--- src/rtl/oc_lim_pkg.sv ---
package oc_lim_pkg;

    typedef enum logic [1:0] {
        ST_OFF   = 2'd0,
        ST_RUN   = 2'd1,
        ST_LIMIT = 2'd2,
        ST_TRIP  = 2'd3
    } lim_state_e;

endpackage

--- src/rtl/oc_event_counter.sv ---
module oc_event_counter #(
    parameter int TRIP_COUNT = 7,
    localparam int CW = (TRIP_COUNT > 2) ? $clog2(TRIP_COUNT) : 1
) (
    input  logic clk,
    input  logic rst_n,
    input  logic count_en,
    input  logic cycle_start,
    input  logic oc_flag,
    output logic trip_now
);

    logic [CW-1:0] cnt_q;
    logic          seen_q;
    logic [CW-1:0] cnt_base;
    logic          new_event;

    // A cycle boundary after a clean cycle restarts the run
    always_comb begin
        cnt_base  = (cycle_start && !seen_q) ? '0 : cnt_q;
        new_event = count_en && oc_flag && (cycle_start || !seen_q);
        trip_now  = new_event && (cnt_base == CW'(TRIP_COUNT - 1));
    end

    always_ff @(posedge clk or negedge rst_n) begin
        if (!rst_n) begin
            cnt_q  <= '0;
            seen_q <= 1'b0;
        end else if (!count_en) begin
            cnt_q  <= '0;
            seen_q <= 1'b0;
        end else begin
            seen_q <= cycle_start ? oc_flag : (seen_q || oc_flag);
            if (trip_now)
                cnt_q <= '0;
            else
                cnt_q <= cnt_base + CW'(new_event);
        end
    end

    // count never reaches the trip value as stored state
    p_cnt_bound_r5: assert property (@(posedge clk) disable iff (!rst_n)
        cnt_q < CW'(TRIP_COUNT - 1) || cnt_q == CW'(TRIP_COUNT - 1));

    // a second pulse inside the same cycle does not move the count
    p_single_event_r5: assert property (@(posedge clk) disable iff (!rst_n)
        (count_en && seen_q && !cycle_start) |=> (cnt_q == $past(cnt_q)));

    // a clean cycle followed by a quiet boundary zeroes the count
    p_gap_clears_r6: assert property (@(posedge clk) disable iff (!rst_n)
        (count_en && cycle_start && !seen_q && !oc_flag) |=> (cnt_q == '0));

endmodule

--- src/rtl/oc_limit_fsm.sv ---
module oc_limit_fsm
    import oc_lim_pkg::*;
(
    input  logic clk,
    input  logic rst_n,
    input  logic enable,
    input  logic cycle_start,
    input  logic oc_flag,
    input  logic trip_now,
    output logic count_en,
    output logic hs_block,
    output logic ls_force,
    output logic fault_latched,
    output logic pgood_pull_low
);

    lim_state_e state_q, state_d;

    // Next-state logic
    always_comb begin
        state_d = state_q;
        unique case (state_q)
            ST_OFF:   if (enable) state_d = ST_RUN;                          // ENABLE
            ST_RUN: begin
                if (!enable)       state_d = ST_OFF;                         // DISABLE
                else if (trip_now) state_d = ST_TRIP;                        // TRIP
                else if (oc_flag)  state_d = ST_LIMIT;                       // LIMIT_ENTER
            end
            ST_LIMIT: begin
                if (!enable)                       state_d = ST_OFF;         // DISABLE
                else if (trip_now)                 state_d = ST_TRIP;        // TRIP
                else if (cycle_start && !oc_flag)  state_d = ST_RUN;         // LIMIT_EXIT
            end
            ST_TRIP:  if (!enable) state_d = ST_OFF;                         // DISABLE
            default:  state_d = ST_OFF;
        endcase
    end

    // State register
    always_ff @(posedge clk or negedge rst_n) begin
        if (!rst_n) state_q <= ST_OFF;
        else        state_q <= state_d;
    end

    // Outputs
    always_comb begin
        hs_block       = 1'b1;
        ls_force       = 1'b0;
        fault_latched  = 1'b0;
        pgood_pull_low = 1'b0;
        count_en       = 1'b0;
        unique case (state_q)
            ST_OFF: ;
            ST_RUN: begin
                hs_block = oc_flag;
                ls_force = oc_flag;
                count_en = 1'b1;
            end
            ST_LIMIT: begin
                ls_force = 1'b1;
                count_en = 1'b1;
            end
            ST_TRIP: begin
                fault_latched  = 1'b1;
                pgood_pull_low = 1'b1;
            end
            default: ;
        endcase
    end

    // low-side force only ever with the high side blocked
    p_no_shoot_r3: assert property (@(posedge clk) disable iff (!rst_n)
        ls_force |-> hs_block);

    // limit holds across edges until a quiet cycle boundary
    p_limit_hold_r4: assert property (@(posedge clk) disable iff (!rst_n)
        (state_q == ST_LIMIT && enable && !cycle_start && !trip_now)
            |=> (state_q == ST_LIMIT && ls_force));

    // completing the count latches the fault
    p_trip_r7: assert property (@(posedge clk) disable iff (!rst_n)
        (trip_now && enable) |=> (fault_latched && !ls_force));

    // power-good request follows the fault
    p_pg_tracks_r8: assert property (@(posedge clk) disable iff (!rst_n)
        pgood_pull_low == fault_latched);

    // the fault is sticky while enabled and cleared when disabled
    p_fault_sticky_r9: assert property (@(posedge clk) disable iff (!rst_n)
        (fault_latched && enable) |=> fault_latched);
    p_fault_clear_r9: assert property (@(posedge clk) disable iff (!rst_n)
        !enable |=> !fault_latched);

endmodule

--- src/rtl/oc_limiter.sv ---
module oc_limiter #(
    parameter int TRIP_COUNT = 7
) (
    input  logic clk,
    input  logic rst_n,
    input  logic enable,
    input  logic cycle_start,
    input  logic oc_flag,
    output logic hs_block,
    output logic ls_force,
    output logic fault_latched,
    output logic pgood_pull_low
);

    logic count_en;
    logic trip_now;

    oc_event_counter #(
        .TRIP_COUNT (TRIP_COUNT)
    ) u_counter (
        .clk         (clk),
        .rst_n       (rst_n),
        .count_en    (count_en),
        .cycle_start (cycle_start),
        .oc_flag     (oc_flag),
        .trip_now    (trip_now)
    );

    oc_limit_fsm u_fsm (
        .clk            (clk),
        .rst_n          (rst_n),
        .enable         (enable),
        .cycle_start    (cycle_start),
        .oc_flag        (oc_flag),
        .trip_now       (trip_now),
        .count_en       (count_en),
        .hs_block       (hs_block),
        .ls_force       (ls_force),
        .fault_latched  (fault_latched),
        .pgood_pull_low (pgood_pull_low)
    );

endmodule

--- config.mk ---
export PLATFORM = sky130hd
export DESIGN_NAME = oc_limiter
export DESIGN_NICKNAME = d
export VERILOG_FILES = /design/src/rtl/oc_lim_pkg.sv /design/src/rtl/oc_event_counter.sv /design/src/rtl/oc_limit_fsm.sv /design/src/rtl/oc_limiter.sv
export SDC_FILE = /design/constraint.sdc
export NUM_CORES = 1
export LEC_CHECK = 0
export BUFFER_PORTS_ARGS = -buffer_cell sky130_fd_sc_hd__buf_4
export CAP_MARGIN = 10
export CORE_AREA = 2 2 39 41
export CTS_CLUSTER_SIZE = 40
export DETAILED_ROUTE_END_ITERATION = 10
export DIE_AREA = 0 0 41 43
export GPL_TIMING_DRIVEN = 0
export MAX_ROUTING_LAYER = met4
export SLEW_MARGIN = 40
export SYNTH_ARGS = -nofsm -noshare
export SYNTH_HDL_FRONTEND = slang
export SYNTH_SLANG_ARGS = --single-unit
export TNS_END_PERCENT = 10
--- constraint.sdc ---
create_clock -name clk -period 5.3 [get_ports clk]
set_input_delay 0.53 -clock clk [delete_from_list [all_inputs] [get_ports clk]]
set_output_delay 0.53 -clock clk [all_outputs]
set_load 0.01 [all_outputs]
==> results.py, run 1 <==
metrics = {
    "pwr": {
        "p_leak_uw": 0.000291,
        "ir_drop_mv": 0.274,
        "cellPowerDensity_nw_per_um2": 445,
    },
    "placement": {
        "numPortBuffers": 8,
        "dpl.hpwl_um": 750,
        "place_congestion": 0.792,
        "dp_cells": 82,
    },
    "setup_path": {
        "worst_setup_path_end_kind": "register",
        "r2r_end": "u_fsm.state_q[1]",
        "reg2reg_from": "u_fsm.state_q[1]",
        "crit_buf_inv": 1,
        "cpMaxStageDelayCell": "dfrtp_1",
        "path_class": "register to register",
        "timing.critical_path.to": "u_fsm.state_q[1]",
        "crit_chain": "inv_1 -> ha_1 -> nand4b_1 -> nor4b_1 -> o32ai_1 -> a32o_1",
        "crit_fanout": 7,
        "worst-path-stages": 6,
        "startpoint": "u_fsm.state_q[1]",
        "crit_arrival_ns": 2.12,
        "r2r_setup_slack_ns": 3.30,
        "r2r_cells": 6,
        "cp-start-kind": "register",
        "cpLargestDelayFamily": "simple AND/OR/NAND/NOR gates",
        "cp_slowest_stage_delay_ns": 0.44,
        "crit_required_ns": 5.41,
    },
    "timing": {
        "rsz0062_at_grt": "no",
        "finalCriticalPeriod_ns": 2.00,
        "slew_violations": 0,
        "slew_headroom_pct": 73.9,
        "fmax_mhz": 499,
        "tns_ns": 0,
        "hold_viol_final": 0,
        "setup_viol": 0,
        "whs_ns": 0.0884,
        "worst_slew_pin_slew_ns": 0.386,
        "finClkSkew_ns": 0.00241,
        "post-route-period-util_pct": 37.8,
    },
    "yosys": {
        "syn_inst": 58,
        "synth-main-ff-cell": "dfrtp_1",
        "syn_area_per_cell_um2": 8.72,
        "syn-num-nets": 69,
        "netlist_top_cells_count": "7 x inv_1, 6 x dfrtp_1, 6 x ha_1, 5 x nand2_1",
        "synth_most_common_cell": "inv_1",
        "synth_top_cell_by_area": "dfrtp_1",
        "synth_seq_cells": 6,
        "async_flop_share_pct": 100,
        "yosys-top-cells-area": "dfrtp_1 30%, ha_1 15%, inv_1 5.2%",
        "synth_area_um2": 505,
        "yosysSeqAreaShare_pct": 29.7,
        "synth_edf_count": 0,
        "synth.distinct_cells": 28,
        "netlist.area_leader.share_pct": 29.7,
        "ys_warn_count": 0,
    },
    "job": {
        "cap_viol_max_count": 0,
    },
    "floorplan": {
        "start_util_pct": 36.5,
        "die-area_um2": 1760,
        "die_h_um": 43,
        "ios": 9,
        "core_area_um2": 1380,
        "rows": 14,
        "dieWidth_um": 41,
    },
    "clock_tree": {
        "clk_latency_ns": 0.24,
        "cts_buffers": 3,
        "htreeDepth": 1,
        "hold_buffers": 0,
        "tritoncts": "done",
        "cts.clk_slew.worst_paths_ns": 0.04,
        "cts_setup_buffers": 0,
        "cts_max_path_buffers": 2,
        "cts_resized": 0,
        "cts_sinks": 6,
        "clock-root-buffer": "clkbuf_4",
    },
    "routing": {
        "avgViaCountPerCell": 5.05,
        "drt_pass1_iterations": 2,
        "wl_per_cell_um": 11.1,
        "drt-initial-drc-count": 8,
        "num_vias": 429,
        "drc": 0,
        "ant_nets": 0,
        "wl_um": 943,
    },
    "global_routing": {
        "grt_max_degree": 9,
        "grt_pass1_wl_mm": 1.60,
        "grt_antenna_before_repair": 0,
        "grt_pass1_vias": 386,
        "grt.total_usage_pct": 13.4,
        "grt_overflow": 0,
    },
    "cells_and_area": {
        "fin_nets": 82,
        "final_cells": 85,
        "diodes": 0,
        "layout-drive-gt1-share_pct": 17.4,
        "fill_cells": 140,
        "area_growth_syn_to_layout_pct": 20.3,
        "final_core_util_pct": 43.9,
    },
    "worst_hold_path": {
        "hold_class": "input port to async pin",
    },
    "status": {
        "outcome": "complete, no violations",
    },
}
==> per-layer routing <==
| layer | routed length (um) | global-route usage (%) | vias up |
|---|---|---|---|
| met2 | 420 | 17.8 | 5 |
| met3 | 27 | 0 | 0 |
| met5 | 0 | - | - |
| li1 | - | - | 234 |
| met1 | 495 | 20.1 | 190 |
| met4 | 0 | 8.00 | 0 |
==> cells in the final DEF (no fill, tap or decap) <==
| master | synthesis | routed |
|---|---|---|
| nand4b_1 | 1 | 1 |
| dfrtp_1 | 6 | 6 |
| nor2b_1 | 2 | 2 |
| o22ai_1 | 1 | 1 |
| a21oi_1 | 2 | 2 |
| and2_1 | 4 | 4 |
| o21a_1 | 1 | 1 |
| nor2_1 | 4 | 4 |
| and2b_1 | 1 | 1 |
| a31oi_1 | 1 | 1 |
| mux2i_1 | 1 | 1 |
| or4_1 | 1 | 1 |
| a311o_1 | 1 | 1 |
| ha_1 | 6 | 6 |
| a221o_1 | 1 | 1 |
| a32o_1 | 1 | 1 |
| a21boi_0 | 2 | 2 |
| xor2_1 | 1 | 1 |
| o21ai_0 | 2 | 2 |
| o32ai_1 | 1 | 1 |
| nor4_1 | 1 | 1 |
| buf_4 | 1 | 9 |
| or2b_1 | 1 | 1 |
| nand3b_1 | 1 | 1 |
| o311ai_0 | 1 | 1 |
| clkbuf_4 | 0 | 3 |
| nand2_1 | 5 | 5 |
| nor4b_1 | 1 | 1 |
| inv_1 | 7 | 7 |
==> final cells by class <==
| class | instances | area [um^2] | share of cell area, % |
|---|---|---|---|
| plain buffers | 1 | 7.51 | 1.23 |
| clock buffers | 3 | 22.5 | 3.70 |
| inverters | 7 | 26.3 | 4.32 |
| multi-input cells | 44 | 322 | 52.9 |
| flip-flops and latches | 6 | 150 | 24.7 |
| well taps | 16 | 20.0 | 3.29 |
| repair buffers | 8 | 60.1 | 9.88 |
==> power by group <==
group          internal, uW  switching [uW]
logic                  75.4            78.8
registers              60.3            17.2
clock network          25.4            13.7
total                   161             110
==> how the worst min path moves through the flow <==
| stage | start | to | depth (start not counted) |
|---|---|---|---|
| floorplan | rst_n | u_counter.cnt_q[0] | 0 |
| global route | rst_n | u_counter.cnt_q[2] | 1 |
| finish | rst_n | u_counter.cnt_q[2] | 1 |
| CTS | rst_n | u_counter.cnt_q[2] | 1 |
| detailed placement | rst_n | u_counter.seen_q | 1 |
| global placement | rst_n | u_counter.seen_q | 1 |
==> cell families after synthesis <==
kind of cell             after synthesis  synth area share (%)
adder cells (fa/ha/maj)                6                  14.9
buffers and inverters                  8                  6.68
AND/OR/NAND/NOR                       22                  24.8
XOR/XNOR                               1                  1.73
multiplexers                           1                  1.98
AO/OA/AOI/OAI                         14                  20.3
flip-flops                             6                  29.7
==> through the flow <==
stage,area [um^2],setup WS [ns],total power [uW]
final,608,3.30,271
after global routing,608,3.05,301
after global placement,586,3.30,233
after detailed placement,586,3.31,232
after floorplan,505,3.52,188
after CTS,608,3.30,273
==> registers in the layout, summed over array words and instances, names as in the netlist <==
name	flops
u_fsm.state_q	2
u_counter.cnt_q	3
u_counter.seen_q	1
Power figures use the tool's default switching activity.
==> run 2: changes to the inputs <==
ABC_AREA = 1   (was not set)
clock period = 1.6 ns   (was 5.3 ns; I/O delays follow)
==> results.py, run 2 <==
metrics = {
    "timing": {
        "setup_viol": 0,
        "worst_slew_pin_slew_ns": 0.364,
        "fmax_mhz": 655,
        "rsz0062_at_grt": "yes",
        "finalCriticalPeriod_ns": 1.53,
        "slew_violations": 0,
        "hold_viol_final": 0,
        "post-route-period-util_pct": 95.4,
        "slew_headroom_pct": 75.5,
        "whs_ns": 0.194,
        "finClkSkew_ns": 0.00168,
    },
    "yosys": {
        "synthSimpleGateAreaFrac_pct": 30.5,
        "yosysSeqAreaShare_pct": 32.3,
        "async_flop_share_pct": 100,
        "syn_inst": 65,
        "synth_edf_count": 0,
        "netlist_top_cells_count": "20 x nand2_1, 11 x inv_1, 6 x dfrtp_1, 6 x ha_1",
        "netlist.area_leader.share_pct": 32.3,
        "synth_most_common_cell": "nand2_1",
        "synth_top_cell_by_area": "dfrtp_1",
        "synthXorXnorAreaFrac_pct": 1.89,
        "yosys-top-cells-area": "dfrtp_1 32%, ha_1 16%, nand2_1 16%",
        "syn-num-nets": 76,
        "synth-compound-area-share_pct": 7.82,
        "synthAdderAreaFrac_pct": 16.2,
        "synth_seq_cells": 6,
        "synth.distinct_cells": 15,
        "syn_area_per_cell_um2": 7.14,
        "ys_warn_count": 0,
        "synth_mux_area_share_pct": 0,
        "synth-main-ff-cell": "dfrtp_1",
        "synth_area_um2": 464,
        "synth_top_family_by_area": "simple AND/OR/NAND/NOR gates",
    },
    "setup_path": {
        "cpLargestDelayFamily": "adder cells",
        "crit_chain": "inv_2 -> ha_4 -> nand2_4 -> a21oi_4 -> ha_2 -> ha_4 -> xor2_2 -> nor2_1",
        "path_class": "register to register",
        "crit_required_ns": 1.72,
        "r2r_setup_slack_ns": 0.07,
        "cpMaxStageDelayCell": "dfrtp_1",
        "r2r_cells": 8,
        "reg2reg_from": "u_fsm.state_q[0]",
        "crit_arrival_ns": 1.65,
        "worst_setup_path_end_kind": "register",
        "critPathMostFrequentCell": "ha_4",
        "cp_slowest_stage_delay_ns": 0.36,
        "cp-start-kind": "register",
        "crit_fanout": 3,
        "r2r_end": "u_counter.cnt_q[2]",
        "crit_buf_inv": 1,
    },
    "cells_and_area": {
        "largest_register": "u_counter.cnt_q",
        "final_cell_mix": "19 x nand2_1, 15 x buf_4, 9 x inv_1",
        "largest_reg_flops": 3,
        "fin_nets": 96,
        "area_growth_syn_to_layout_pct": 44.7,
        "top_regs": "u_counter.cnt_q x3, u_fsm.state_q x2, u_counter.seen_q x1",
        "final_cells": 99,
        "layout-drive-gt1-share_pct": 38.6,
        "final_common_cell": "nand2_1",
        "diodes": 0,
    },
    "global_routing": {
        "grt.total_usage_pct": 12.9,
        "grt_max_degree": 7,
        "grtUsageMet2_pct": 19.7,
        "grt_use_met1_pct": 16.2,
        "met3_usage_pct": 1.57,
        "grt_antenna_before_repair": 0,
        "grt_pass1_vias": 420,
        "grt_pass1_wl_mm": 1.55,
        "top_usage_layer": "met2",
        "grt_overflow": 0,
    },
    "status": {
        "outcome": "complete, no violations",
    },
    "placement": {
        "numPortBuffers": 8,
        "place_congestion": 0.725,
        "dp_cells": 89,
        "dpl.hpwl_um": 702,
    },
    "floorplan": {
        "core_area_um2": 1380,
        "dieWidth_um": 41,
        "die_h_um": 43,
        "start_util_pct": 33.5,
        "ios": 9,
        "die-area_um2": 1760,
        "rows": 14,
    },
    "worst_hold_path": {
        "hold_class": "input port to register",
        "min_from": "oc_flag",
        "holdPathStages": 3,
        "min_to": "u_counter.seen_q",
    },
    "routing": {
        "num_vias": 420,
        "drt_pass1_iterations": 2,
        "ant_nets": 0,
        "drt-initial-drc-count": 3,
        "wl_um": 887,
        "drc": 0,
        "wl_per_cell_um": 8.96,
        "avgViaCountPerCell": 4.24,
    },
    "pwr": {
        "ir_drop_mv": 0.723,
        "cellPowerDensity_nw_per_um2": 1660,
        "p_leak_uw": 0.000365,
    },
    "clock_tree": {
        "htreeDepth": 1,
        "tritoncts": "done",
        "cts_buffers": 3,
        "clk_latency_ns": 0.24,
        "cts_sinks": 6,
        "clock-root-buffer": "clkbuf_4",
        "cts.clk_slew.worst_paths_ns": 0.04,
        "cts_max_path_buffers": 2,
    },
    "job": {
        "cap_viol_max_count": 0,
    },
}
==> run 2: changes by cell type in the layout (fill, tap and decap cells not counted), sizes merged, moves of 2 or more <==
cell,before,now
buf,9,15
and2,4,0
nand2,5,23
nand3,0,4
inv,7,12
a21oi,2,4
nor2,4,6
nor2b,2,0
==> run 2: cell families after synthesis <==
group / after synthesis
and+or+nand+nor: 33
DFF: 6
AOI/OAI and AO/OA: 6
adders and majority gates: 6
xor gates and xnor gates: 1
buffers and inverters: 13
==> run 2: worst max path at each step <==
stage                      from                  to  slack [ns]  cells past startpoint
2_1_floorplan  u_fsm.state_q[0]  u_counter.cnt_q[2]        0.04                      8
3_3_place_gp   u_fsm.state_q[0]  u_counter.cnt_q[2]       -0.09                      8
3_5_place_dp   u_fsm.state_q[0]  u_counter.cnt_q[2]       -0.12                      8
4_1_cts        u_fsm.state_q[0]  u_counter.cnt_q[2]       0.003                      8
6_report       u_fsm.state_q[0]  u_counter.cnt_q[2]        0.07                      8
5_1_grt        u_fsm.state_q[0]  u_counter.cnt_q[2]       0.004                      8
==> run 2: per-layer routing <==
metal | vias to the layer above | share of wire [%]
li1 | 232 | -
met1 | 185 | 45
met2 | 3 | 53
met3 | 0 | 1.9
met4 | 0 | 0
met5 | - | 0
==> run 2: area by class of cell <==
type | instances | area, um^2
Multi-Input combinational cell | 46 | 312
Timing Repair Buffer | 15 | 115
Sequential cell | 6 | 150
Fill cell | 141 | 712
Tap cell | 16 | 20.0
Buffer | 1 | 7.51
Clock buffer | 3 | 22.5
Inverter | 12 | 45.0
==> run 2: worst min-delay path: stages <==
cell,delay [ns]
buf_4,0.11
nand2_4,0.06
nand2_1,0.06
==> run 2: metrics by stage <==
stage | setup WS, ns | power (uW) | util, % | TNS, ns | cell area, um^2
2_1_floorplan | 0.0427 | 640 | - | 0 | 477
3_3_place_gp | -0.0915 | 795 | 40.2 | -0.120 | 557
3_5_place_dp | -0.123 | 799 | 40.2 | -0.173 | 557
4_1_cts | 0.00312 | 998 | 44.2 | 0 | 612
5_1_grt | 0.00438 | 1220 | 48.6 | 0 | 672
6_report | 0.0741 | 1120 | 48.6 | 0 | 672
==> run 2: report_power, final <==
part           switching (uW)  leakage [uW]  internal, uW
Combinational             372      0.000271           374
Sequential               36.0     0.0000798           204
Clock                    45.5     0.0000138          84.2
Total                     454      0.000365           662
==> run 2: repair_timing <==
| action | 4_1_cts | 5_1_grt |
|---|---|---|
| endpoints found under the hold margin | 6 | 0 |
| resized for setup | 1 | 8 |
| hold buffers | 1 | 0 |
| pin swaps | 0 | 4 |
| endpoints found under the setup margin | 2 | 4 |
| buffers inserted | 3 | 3 |
